==> src/rtl/rxq_pkg.sv <==
package rxq_pkg;
  typedef enum logic [3:0] {
    S_IDLE, S_RD0, S_RD1, S_RD2, S_RD3, S_RDW,
    S_FILL, S_CLOSE, S_PEEK, S_WBF, S_CPW, S_DROP
  } eng_st_e;

  // descriptor word offsets
  localparam int OFS_NEXT = 0;
  localparam int OFS_BUF  = 1;
  localparam int OFS_LEN  = 2;
  localparam int OFS_FLG  = 3;

  // flag bit positions
  localparam int FB_OWN = 0;
  localparam int FB_EOQ = 1;
  localparam int FB_SOP = 2;
  localparam int FB_EOP = 3;
endpackage

==> src/rtl/rxq_qregs.sv <==
module rxq_qregs #(
  parameter int NQ = 16,
  parameter int AW = 12,
  localparam int QW = $clog2(NQ)
) (
  input  logic                   clk,
  input  logic                   rst_n,
  input  logic                   sw_we,
  input  logic [QW-1:0]          sw_q,
  input  logic [AW-1:0]          sw_head,
  input  logic [QW-1:0]          eng_q,
  input  logic                   eng_head_we,
  input  logic [AW-1:0]          eng_head,
  input  logic                   eng_stop,
  input  logic                   eng_cp_we,
  input  logic [AW-1:0]          eng_cp,
  output logic [NQ-1:0][AW-1:0]  head_o,
  output logic [NQ-1:0][AW-1:0]  cp_o,
  output logic [NQ-1:0]          active_o
);
  for (genvar g = 0; g < NQ; g++) begin : g_q
    always_ff @(posedge clk) begin
      if (!rst_n) begin
        head_o[g]   <= '0;
        cp_o[g]     <= '0;
        active_o[g] <= 1'b0;
      end else begin
        // a software head write wins over the engine in the same cycle
        if (sw_we && sw_q == QW'(g)) begin
          head_o[g]   <= sw_head;
          active_o[g] <= 1'b1;
        end else if (eng_q == QW'(g)) begin
          if (eng_head_we) head_o[g] <= eng_head;
          if (eng_stop)    active_o[g] <= 1'b0;
        end
        if (eng_cp_we && eng_q == QW'(g)) cp_o[g] <= eng_cp;
      end
    end
  end
endmodule

==> src/rtl/rxq_core.sv <==
module rxq_core
  import rxq_pkg::*;
#(
  parameter int NQ      = 16,
  parameter int AW      = 12,
  parameter int SEG_MAX = 256,
  parameter int MSG_MAX = 4096,
  localparam int QW = $clog2(NQ),
  localparam int CW = $clog2(SEG_MAX) + 1,
  localparam int TW = $clog2(MSG_MAX) + 1
) (
  input  logic          clk,
  input  logic          rst_n,
  input  logic          msg_valid,
  output logic          msg_ready,
  input  logic [QW-1:0] msg_q,
  input  logic [7:0]    msg_data,
  input  logic          msg_last,
  input  logic [AW-1:0] q_head_i,
  input  logic          q_active_i,
  output logic          mem_req,
  output logic          mem_we,
  output logic [AW-1:0] mem_addr,
  output logic [3:0]    mem_be,
  output logic [31:0]   mem_wdata,
  input  logic [31:0]   mem_rdata,
  output logic [QW-1:0] eng_q,
  output logic          eng_head_we,
  output logic [AW-1:0] eng_head,
  output logic          eng_stop,
  output logic          eng_cp_we,
  output logic [AW-1:0] eng_cp,
  output logic          cmp_valid,
  output logic [QW-1:0] cmp_queue
);
  eng_st_e       st;
  logic [QW-1:0] q_r;
  logic [AW-1:0] cur, nxt, bufp;
  logic [CW-1:0] lim, cnt;
  logic [TW-1:0] tot;
  logic [31:0]   flg;
  logic          sop_r, eop_r, eoq_r, trunc_r;

  function automatic logic [CW-1:0] lim_dec(input logic [31:0] w);
    if (w == 32'd0 || w > 32'(SEG_MAX)) return CW'(SEG_MAX);
    return w[CW-1:0];
  endfunction

  always_ff @(posedge clk) begin
    if (!rst_n) begin
      st <= S_IDLE;
      q_r <= '0; cur <= '0; nxt <= '0; bufp <= '0;
      lim <= '0; cnt <= '0; tot <= '0; flg <= '0;
      sop_r <= 1'b0; eop_r <= 1'b0; eoq_r <= 1'b0; trunc_r <= 1'b0;
    end else begin
      case (st)
        S_IDLE: if (msg_valid) begin
          q_r <= msg_q;
          cur <= q_head_i;
          sop_r <= 1'b1; eop_r <= 1'b0; trunc_r <= 1'b0;
          tot <= '0;
          st <= q_active_i ? S_RD0 : S_DROP;
        end
        S_RD0: st <= S_RD1;
        S_RD1: begin nxt  <= mem_rdata[AW-1:0]; st <= S_RD2; end
        S_RD2: begin bufp <= mem_rdata[AW-1:0]; st <= S_RD3; end
        S_RD3: begin lim  <= lim_dec(mem_rdata); st <= S_RDW; end
        S_RDW: begin
          flg <= mem_rdata;
          cnt <= '0;
          eoq_r <= 1'b0;
          st <= mem_rdata[FB_OWN] ? S_FILL : S_DROP;
        end
        S_FILL: if (msg_valid) begin
          cnt <= cnt + 1'b1;
          tot <= tot + 1'b1;
          if (msg_last) begin
            eop_r <= 1'b1; st <= S_CLOSE;
          end else if (tot == TW'(MSG_MAX - 1)) begin
            eop_r <= 1'b1; trunc_r <= 1'b1; st <= S_CLOSE;
          end else if (cnt == lim - 1'b1) begin
            st <= S_CLOSE;
          end
        end
        S_CLOSE: if (nxt == '0) begin
          eoq_r <= 1'b1; st <= S_WBF;
        end else begin
          st <= S_PEEK;
        end
        S_PEEK: begin eoq_r <= !mem_rdata[FB_OWN]; st <= S_WBF; end
        S_WBF:  st <= S_CPW;
        S_CPW: begin
          sop_r <= 1'b0;
          cur <= nxt;
          if (eop_r)      st <= trunc_r ? S_DROP : S_IDLE;
          else if (eoq_r) st <= S_DROP;
          else            st <= S_RD0;
        end
        S_DROP: if (msg_valid && msg_last) st <= S_IDLE;
        default: st <= S_IDLE;
      endcase
    end
  end

  assign msg_ready = (st == S_FILL) || (st == S_DROP);

  always_comb begin
    mem_req = 1'b0;
    mem_we = 1'b0;
    mem_addr = cur;
    mem_be = 4'h0;
    mem_wdata = '0;
    case (st)
      S_RD0: begin mem_req = 1'b1; mem_addr = cur + AW'(OFS_NEXT); end
      S_RD1: begin mem_req = 1'b1; mem_addr = cur + AW'(OFS_BUF); end
      S_RD2: begin mem_req = 1'b1; mem_addr = cur + AW'(OFS_LEN); end
      S_RD3: begin mem_req = 1'b1; mem_addr = cur + AW'(OFS_FLG); end
      S_FILL: begin
        mem_req = msg_valid;
        mem_we = 1'b1;
        mem_addr = bufp + AW'(cnt[CW-1:2]);
        mem_be = 4'b0001 << cnt[1:0];
        mem_wdata = {4{msg_data}};
      end
      S_CLOSE: begin mem_req = (nxt != '0); mem_addr = nxt + AW'(OFS_FLG); end
      S_WBF: begin
        mem_req = 1'b1;
        mem_we = 1'b1;
        mem_addr = cur + AW'(OFS_FLG);
        mem_be = 4'hF;
        mem_wdata = {flg[31:4], eop_r, sop_r, eoq_r, 1'b0};
      end
      default: ;
    endcase
  end

  assign eng_q       = q_r;
  assign eng_cp_we   = (st == S_CPW);
  assign eng_cp      = cur;
  assign eng_head_we = (st == S_CPW);
  assign eng_head    = eoq_r ? '0 : nxt;
  assign eng_stop    = (st == S_CPW && eoq_r) || (st == S_RDW && !mem_rdata[FB_OWN]);
  assign cmp_valid   = (st == S_CPW);
  assign cmp_queue   = q_r;
endmodule

==> src/rtl/rxq_engine.sv <==
module rxq_engine #(
  parameter int NQ      = 16,
  parameter int AW      = 12,
  parameter int SEG_MAX = 256,
  parameter int MSG_MAX = 4096,
  localparam int QW = $clog2(NQ)
) (
  input  logic          clk,
  input  logic          rst_n,
  input  logic          reg_we,
  input  logic [QW:0]   reg_addr,
  input  logic [AW-1:0] reg_wdata,
  output logic [AW-1:0] reg_rdata,
  input  logic          msg_valid,
  output logic          msg_ready,
  input  logic [QW-1:0] msg_q,
  input  logic [7:0]    msg_data,
  input  logic          msg_last,
  output logic          mem_req,
  output logic          mem_we,
  output logic [AW-1:0] mem_addr,
  output logic [3:0]    mem_be,
  output logic [31:0]   mem_wdata,
  input  logic [31:0]   mem_rdata,
  output logic          cmp_valid,
  output logic [QW-1:0] cmp_queue
);
  logic [NQ-1:0][AW-1:0] head_a, cp_a;
  logic [NQ-1:0]         active_a;
  logic [QW-1:0]         eng_q;
  logic                  eng_head_we, eng_stop, eng_cp_we;
  logic [AW-1:0]         eng_head, eng_cp;
  logic [QW-1:0]         rq;

  assign rq = reg_addr[QW:1];
  assign reg_rdata = reg_addr[0] ? cp_a[rq] : head_a[rq];

  rxq_qregs #(.NQ(NQ), .AW(AW)) u_regs (
    .clk(clk), .rst_n(rst_n),
    .sw_we(reg_we && !reg_addr[0]), .sw_q(rq), .sw_head(reg_wdata),
    .eng_q(eng_q), .eng_head_we(eng_head_we), .eng_head(eng_head),
    .eng_stop(eng_stop), .eng_cp_we(eng_cp_we), .eng_cp(eng_cp),
    .head_o(head_a), .cp_o(cp_a), .active_o(active_a)
  );

  rxq_core #(.NQ(NQ), .AW(AW), .SEG_MAX(SEG_MAX), .MSG_MAX(MSG_MAX)) u_core (
    .clk(clk), .rst_n(rst_n),
    .msg_valid(msg_valid), .msg_ready(msg_ready), .msg_q(msg_q),
    .msg_data(msg_data), .msg_last(msg_last),
    .q_head_i(head_a[msg_q]), .q_active_i(active_a[msg_q]),
    .mem_req(mem_req), .mem_we(mem_we), .mem_addr(mem_addr), .mem_be(mem_be),
    .mem_wdata(mem_wdata), .mem_rdata(mem_rdata),
    .eng_q(eng_q), .eng_head_we(eng_head_we), .eng_head(eng_head),
    .eng_stop(eng_stop), .eng_cp_we(eng_cp_we), .eng_cp(eng_cp),
    .cmp_valid(cmp_valid), .cmp_queue(cmp_queue)
  );
endmodule

==> config.mk <==
export PLATFORM = sky130hd
export DESIGN_NAME = rxq_engine
export DESIGN_NICKNAME = d
export VERILOG_FILES = /design/src/rtl/rxq_pkg.sv /design/src/rtl/rxq_qregs.sv /design/src/rtl/rxq_core.sv /design/src/rtl/rxq_engine.sv
export SDC_FILE = /design/constraint.sdc
export NUM_CORES = 2
export LEC_CHECK = 0
export ABC_CLOCK_PERIOD_IN_PS = 4500
export BUFFER_PORTS_ARGS = -buffer_cell sky130_fd_sc_hd__buf_2
export CAP_MARGIN = 20
export CORE_MARGIN = 1.5
export CORE_UTILIZATION = 45
export CTS_BUF_LIST = sky130_fd_sc_hd__clkbuf_4
export DETAILED_ROUTE_END_ITERATION = 8
export MAX_ROUTING_LAYER = met4
export PLACE_DENSITY = 0.61
export SETUP_SLACK_MARGIN = 0.1
export SLEW_MARGIN = 5
export SYNTH_ARGS = -nofsm -noshare
export SYNTH_HDL_FRONTEND = slang
export SYNTH_SLANG_ARGS = --single-unit
export TNS_END_PERCENT = 20
==> constraint.sdc <==
create_clock -name clk -period 4.5 [get_ports clk]
set_clock_uncertainty 0.05 [all_clocks]
set_input_delay 0.45 -clock clk [delete_from_list [all_inputs] [get_ports clk]]
set_output_delay 0.45 -clock clk [all_outputs]
set_load 0.1 [all_outputs]
; After elaboration in Yosys (flattened, before gate mapping)
; Cells that the tools add are included.
; Widths: inputs -> output; s select.
[totals]
inputBits = 66
word_cells = 384
out_inout_bits = 68
register_bits = 511
[classes]
reduce_logical = 142
n_shift = 1
addsub = 8
n_mux = 118
n_lt_le_gt_ge = 3
n_eq_ne = 51
[ops]
columns = cell, count
row1 = $mux 12, 39
row2 = $bmux 12 s4, 3
row3 = $reduce_bool 2->1, 51
row4 = $eq 4x4->1 const B, 20
row5 = $reduce_and 2->1, 36
row6 = $pmux 32 s2, 1
row7 = $pmux 12 s5, 1
row8 = $eq 4x3->1 const B, 12
row9 = $pmux 4 s12, 1
row10 = $mux 1, 47
row11 = $mux 4, 11
row12 = $add 12x2->12 const B, 3
row13 = $logic_and 1x1->1, 36
row14 = $gt 32x9->1 const B, 1
row15 = $logic_not 32->1, 1
row16 = $mux 9, 3
row17 = $mux 13, 2
row18 = $pmux 13 s2, 1
row19 = $eq 4x2->1 const B, 6
row20 = $pmux 12 s2, 1
row21 = $pmux 9 s2, 1
row22 = $add 13x1->13 const B, 1
row23 = $eq 13x12->1 const B, 1
row24 = $add 12x1->12 const B, 1
row25 = other kinds (26), 43

; Depth between registers and ports, before layout
[logic_depth]
depth_word = 7
depth_mapped = 11
ltp_nobuf = 9

; Hierarchy
; A second synthesis with hierarchy kept.
[hier_totals]
cells_unflattened = 3699
hier_area_um2 = 29932.5
[by_module_without_submodules]
columns = module, seq_area_each_um2, n_inst, area_each_um2, cells_per_inst
row1 = rxq_qregs, 8007.7, 1, 18071.1, 2191
row2 = rxq_core, 2142.1, 1, 7011.7, 1002
row3 = rxq_engine, 0.0, 1, 4849.7, 506

; Worst setup path before layout
; OpenSTA, ideal clock, no wires.
[synth_path]
path_type = register -> output
start = register u_core.st[3]
end = output port mem_addr[10]
path_buffers = 1
arrival_time_ns = 3.818
t_required_ns = 4.000
path_slack_ns = 0.182
stages_incl_launch_ff = 10
cell_sequence = dfxtp_1 buf_4 nor4b_4 nor3_1 or2_2 ha_1 a2111oi_4 o211ai_1 xnor2_1 o221ai_1
[synth_via]
elab_chain_cells = 3
word_cells_on_any_way = 8
cone_classes = eq/ne: 6 / mux: 1 / reduce/logical: 1
[synth_rtl]
columns = item, line
row1 = "start, declared", rxq_core.sv:36  ; eng_st_e st;
row2 = "start signal, assigned", rxq_core.sv:62  ; st <= q_active_i ? S_RD0 : S_DROP;
row3 = "start signal, assigned", rxq_core.sv:72  ; st <= mem_rdata[FB_OWN] ? S_FILL : S_DROP;
row4 = "start signal, assigned", rxq_core.sv:95  ; if (eop_r) st <= trunc_r ? S_DROP : S_IDLE;
row5 = $eq 4x3->1 or $eq 4x4->1 (tied branches), rxq_core.sv:113  ; case (st)
row6 = $reduce_or 2->1 (no line), -
row7 = $pmux 12 s5 *, rxq_core.sv:113
row8 = "end, declared", rxq_engine.sv:21  ; output logic [AW-1:0] mem_addr,
; Every way passes the cells marked *; elsewhere a longest branch is shown, timed or not.

; Worst setup path in the final report
[layout_path]
start = register u_core.st[3]
end = output port mem_addr[8]
; Same word-level chain as after synthesis.

==> metrics.txt <==
worst min path class=primary input to flop; Synth area leader=dfxtp_1; Reg power frac=40.8%; Crit. End Element=primary output; fin crit share=93.8%; core footprint=0.0615 mm2; Avg WL per Cell=24.3 um; via count=25,300; gr usage total=31.8%; TritonCTS clock tree=built; Syn. warnings=0; switching share of power=33.7%; Worst slew margin=16.2%; Startpoint Class=flop; Clock Power Share=39.2%; post-layout min period=4220 ps; Hold Fails Final Rpt=0; clock buffer depth=3; clock slew at reported path FFs=60 ps; Synth top area share=36.4%; sequential area share after synthesis=36.4%; worst slack at placement=669 ps; Routed WL=98,500 um; slowest library cell on the worst path=dfxtp_1; Mapped Area=0.0279 mm2; CTS H-tree depth=4; Die Area=0.0635 mm2; Leak Pwr=13.0 nW; Antenna Violating Nets Remaining=0; Combinational Power Share=20.0%; Setup TNS=0 ps; number of global-route vias before repair=25,100; largest net degree at the start of global routing=129; gp weighted congestion=0.923; Initial Util=45.4%; RSZ-0062 raised after global routing=yes; CP Data Required Time=4000 ps; Root Buffer=clkbuf_4; fmax=0.237 GHz; peak supply drop=0.167 mV; Synth async-reset ratio=0%; Die Ht=252 um; pwr/cell area=366 mW/mm2; Max-Cap Viols=0; Pint=7.76 mW; FP Rows=91; worst setup path class=flop to primary output; Slew @ Worst Pin=1250 ps; worst skew pair latency=1000 ps; Avg Vias per Cell=6.23; Most used DFF post-synth=dfxtp_1; Synth area leaders=dfxtp_1 (36%), mux4_2 (15%), nand2_1 (9.9%), o211a_1 (7.0%), a21boi_0 (6.0%); hpwl dp=61,700 um; # DRC=0; die width=252 um; largest fanout on the critical path=6; Final Slew Violations=0; final net count=3,230; P_sw=3.95 mW; CP arrival=3720 ps; layout cell share with drive strength beyond 1=21.4%; Clock Sink Count=507; EDFF count, synth=0; Cell variety after synth=72; initial antenna violation count=4; Cell Chain, Critical Path=and4bb_2, nor3_1, or2_2, ha_1, a2111oi_4, buf_4, mux2_2, o211ai_1, o22a_1, buf_12; Mapped Avg Cell Area=9.22 um2; number of CTS-inserted buffers=144; Mapped Nets=3,109; IO Count=134; final worst slack=280 ps; gr ovfl total=0; area delta synth->final=14.7%; DR iter-0 viols=2,607; CP max stage delay=500 ps; Final Power=11.7 mW; post-synthesis register bit count=507; PortBufs=133; first-pass GRT wire length=149,000 um; DRT Pass-1 Iters=6; Mapped Cells=3,026; status=finished clean; count of final setup violators=0
-- placed cells by master, fill, tap and decap left out, types with 22 or more instances in the layout --
master | Yosys | final
mux2i_1 | 62 | 62
nor2b_1 | 77 | 77
nand2b_1 | 25 | 25
clkinv_1 | 0 | 32
buf_2 | 41 | 122
mux4_2 | 184 | 184
dlygate4sd3_1 | 0 | 72
o211ai_1 | 187 | 187
clkbuf_4 | 0 | 210
nand3_1 | 32 | 22
a21boi_0 | 223 | 223
buf_4 | 1 | 95
nor3_1 | 27 | 25
o211a_1 | 195 | 195
a21oi_1 | 45 | 45
nand2_1 | 733 | 733
o21ai_0 | 63 | 63
dfxtp_1 | 507 | 504
nor2_1 | 69 | 68
-- worst paths after layout --
check        depth (start not counted)            endpoint             start  slack (ps)
min                                  3  u_regs.head_o[165]       reg_addr[4]         160
max reg2reg                          6    u_regs.head_o[8]      u_core.st[3]        1170
min reg2reg                          2    u_regs.cp_o[177]  u_regs.cp_o[177]         410
max                                 10         mem_addr[8]      u_core.st[3]         280
-- state kept, by name, indices dropped and copies added (netlist names) --
| signal | count |
|---|---|
| u_core.nxt | 12 |
| u_core.cnt | 9 |
| u_core.tot | 13 |
| u_core.bufp | 12 |
| u_core.sop_r | 1 |
| u_core.trunc_r | 1 |
| u_core.flg | 28 |
| u_regs.active_o | 16 |
| u_core.lim | 9 |
| u_regs.head_o | 192 |
| u_core.eop_r | 1 |
| u_regs.cp_o | 192 |
| u_core.st | 4 |
| u_core.cmp_queue | 4 |
| u_core.eng_cp | 12 |
| u_core.eoq_r | 1 |
-- timing repair --
item | CTS | global route
setup buffers | 4 | 2
endpoints found under the hold margin | 300 | 0
gates resized for setup | 4 | 7
hold buffers | 72 | 0
pin swaps | 1 | 0
setup endpoints to repair | 9 | 10
-- metrics by stage --
stage	instance area (um2)	std cells	hold slack (ps)	util, %
after floorplan	27900	3026	390	-
after global placement	29200	3710	396	47.4
after detailed placement	29200	3711	405	47.5
after CTS	31900	4048	91.2	51.9
after global routing	32000	4055	148	52.0
final	32000	4055	160	52.0
-- metal layers --
metal | track usage [%] | wire (um)
met3 | 6.83 | 7870
met2 | 49.8 | 45900
met5 | - | 0
met4 | 15.6 | 4330
met1 | 39.0 | 40400
-- cells in the mapped netlist, drive strengths merged (15+ instances only) --
| master | n |
|---|---|
| a21boi | 223 |
| a21oi | 45 |
| a22oi | 19 |
| buf | 66 |
| clkbuf | 266 |
| dfxtp | 507 |
| ha | 16 |
| inv | 19 |
| mux2 | 16 |
| mux2i | 62 |
| mux4 | 184 |
| nand2 | 733 |
| nand2b | 25 |
| nand3 | 32 |
| nand4 | 17 |
| nor2 | 69 |
| nor2b | 77 |
| nor3 | 27 |
| nor4 | 15 |
| o211a | 195 |
| o211ai | 188 |
| o21ai | 65 |
| xnor2 | 15 |
| xor2 | 19 |
-- worst max-delay path, delay by kind of cell, from the launching register on --
family | cells | cell delay, ps
simple gates | 3 | 750
flops | 1 | 500
compound gates | 3 | 490
buf+inv | 2 | 380
mux | 1 | 330
fa+ha+maj | 1 | 260
-- logic make-up (layout without fill, tap and decap cells) --
family          Yosys count  count (layout)  synth area share, %
mux                     262             262                 17.7
xor+xnor                 34              34                 1.07
flops                   507             507                 36.4
compound gates          805             805                 22.7
other cells               0               3                    0
buf+inv                 351             587                 4.93
fa+ha+maj                17              17                0.790
simple gates           1050            1050                 16.4
-- layout make-up --
| type | instances | area [um2] |
|---|---|---|
| clock buffer | 209 | 1570 |
| tap | 790 | 988 |
| timing repair buffer | 307 | 2360 |
| antenna | 3 | 7.51 |
| clock inverter | 52 | 383 |
| inverter | 19 | 71.3 |
| multi-input combinational | 2168 | 16500 |
| fill | 5672 | 29500 |
| sequential | 507 | 10200 |
-- power groups by stage --
stage	logic (mW)	registers [mW]	clock network, mW
finish	2.34	4.77	4.59
global route	2.48	4.78	4.94
CTS	2.30	4.76	4.68
detailed placement	2.24	4.86	0
global placement	2.22	4.85	0
floorplan	1.65	4.80	0
No activity file was read; power rests on OpenSTA's default activity.
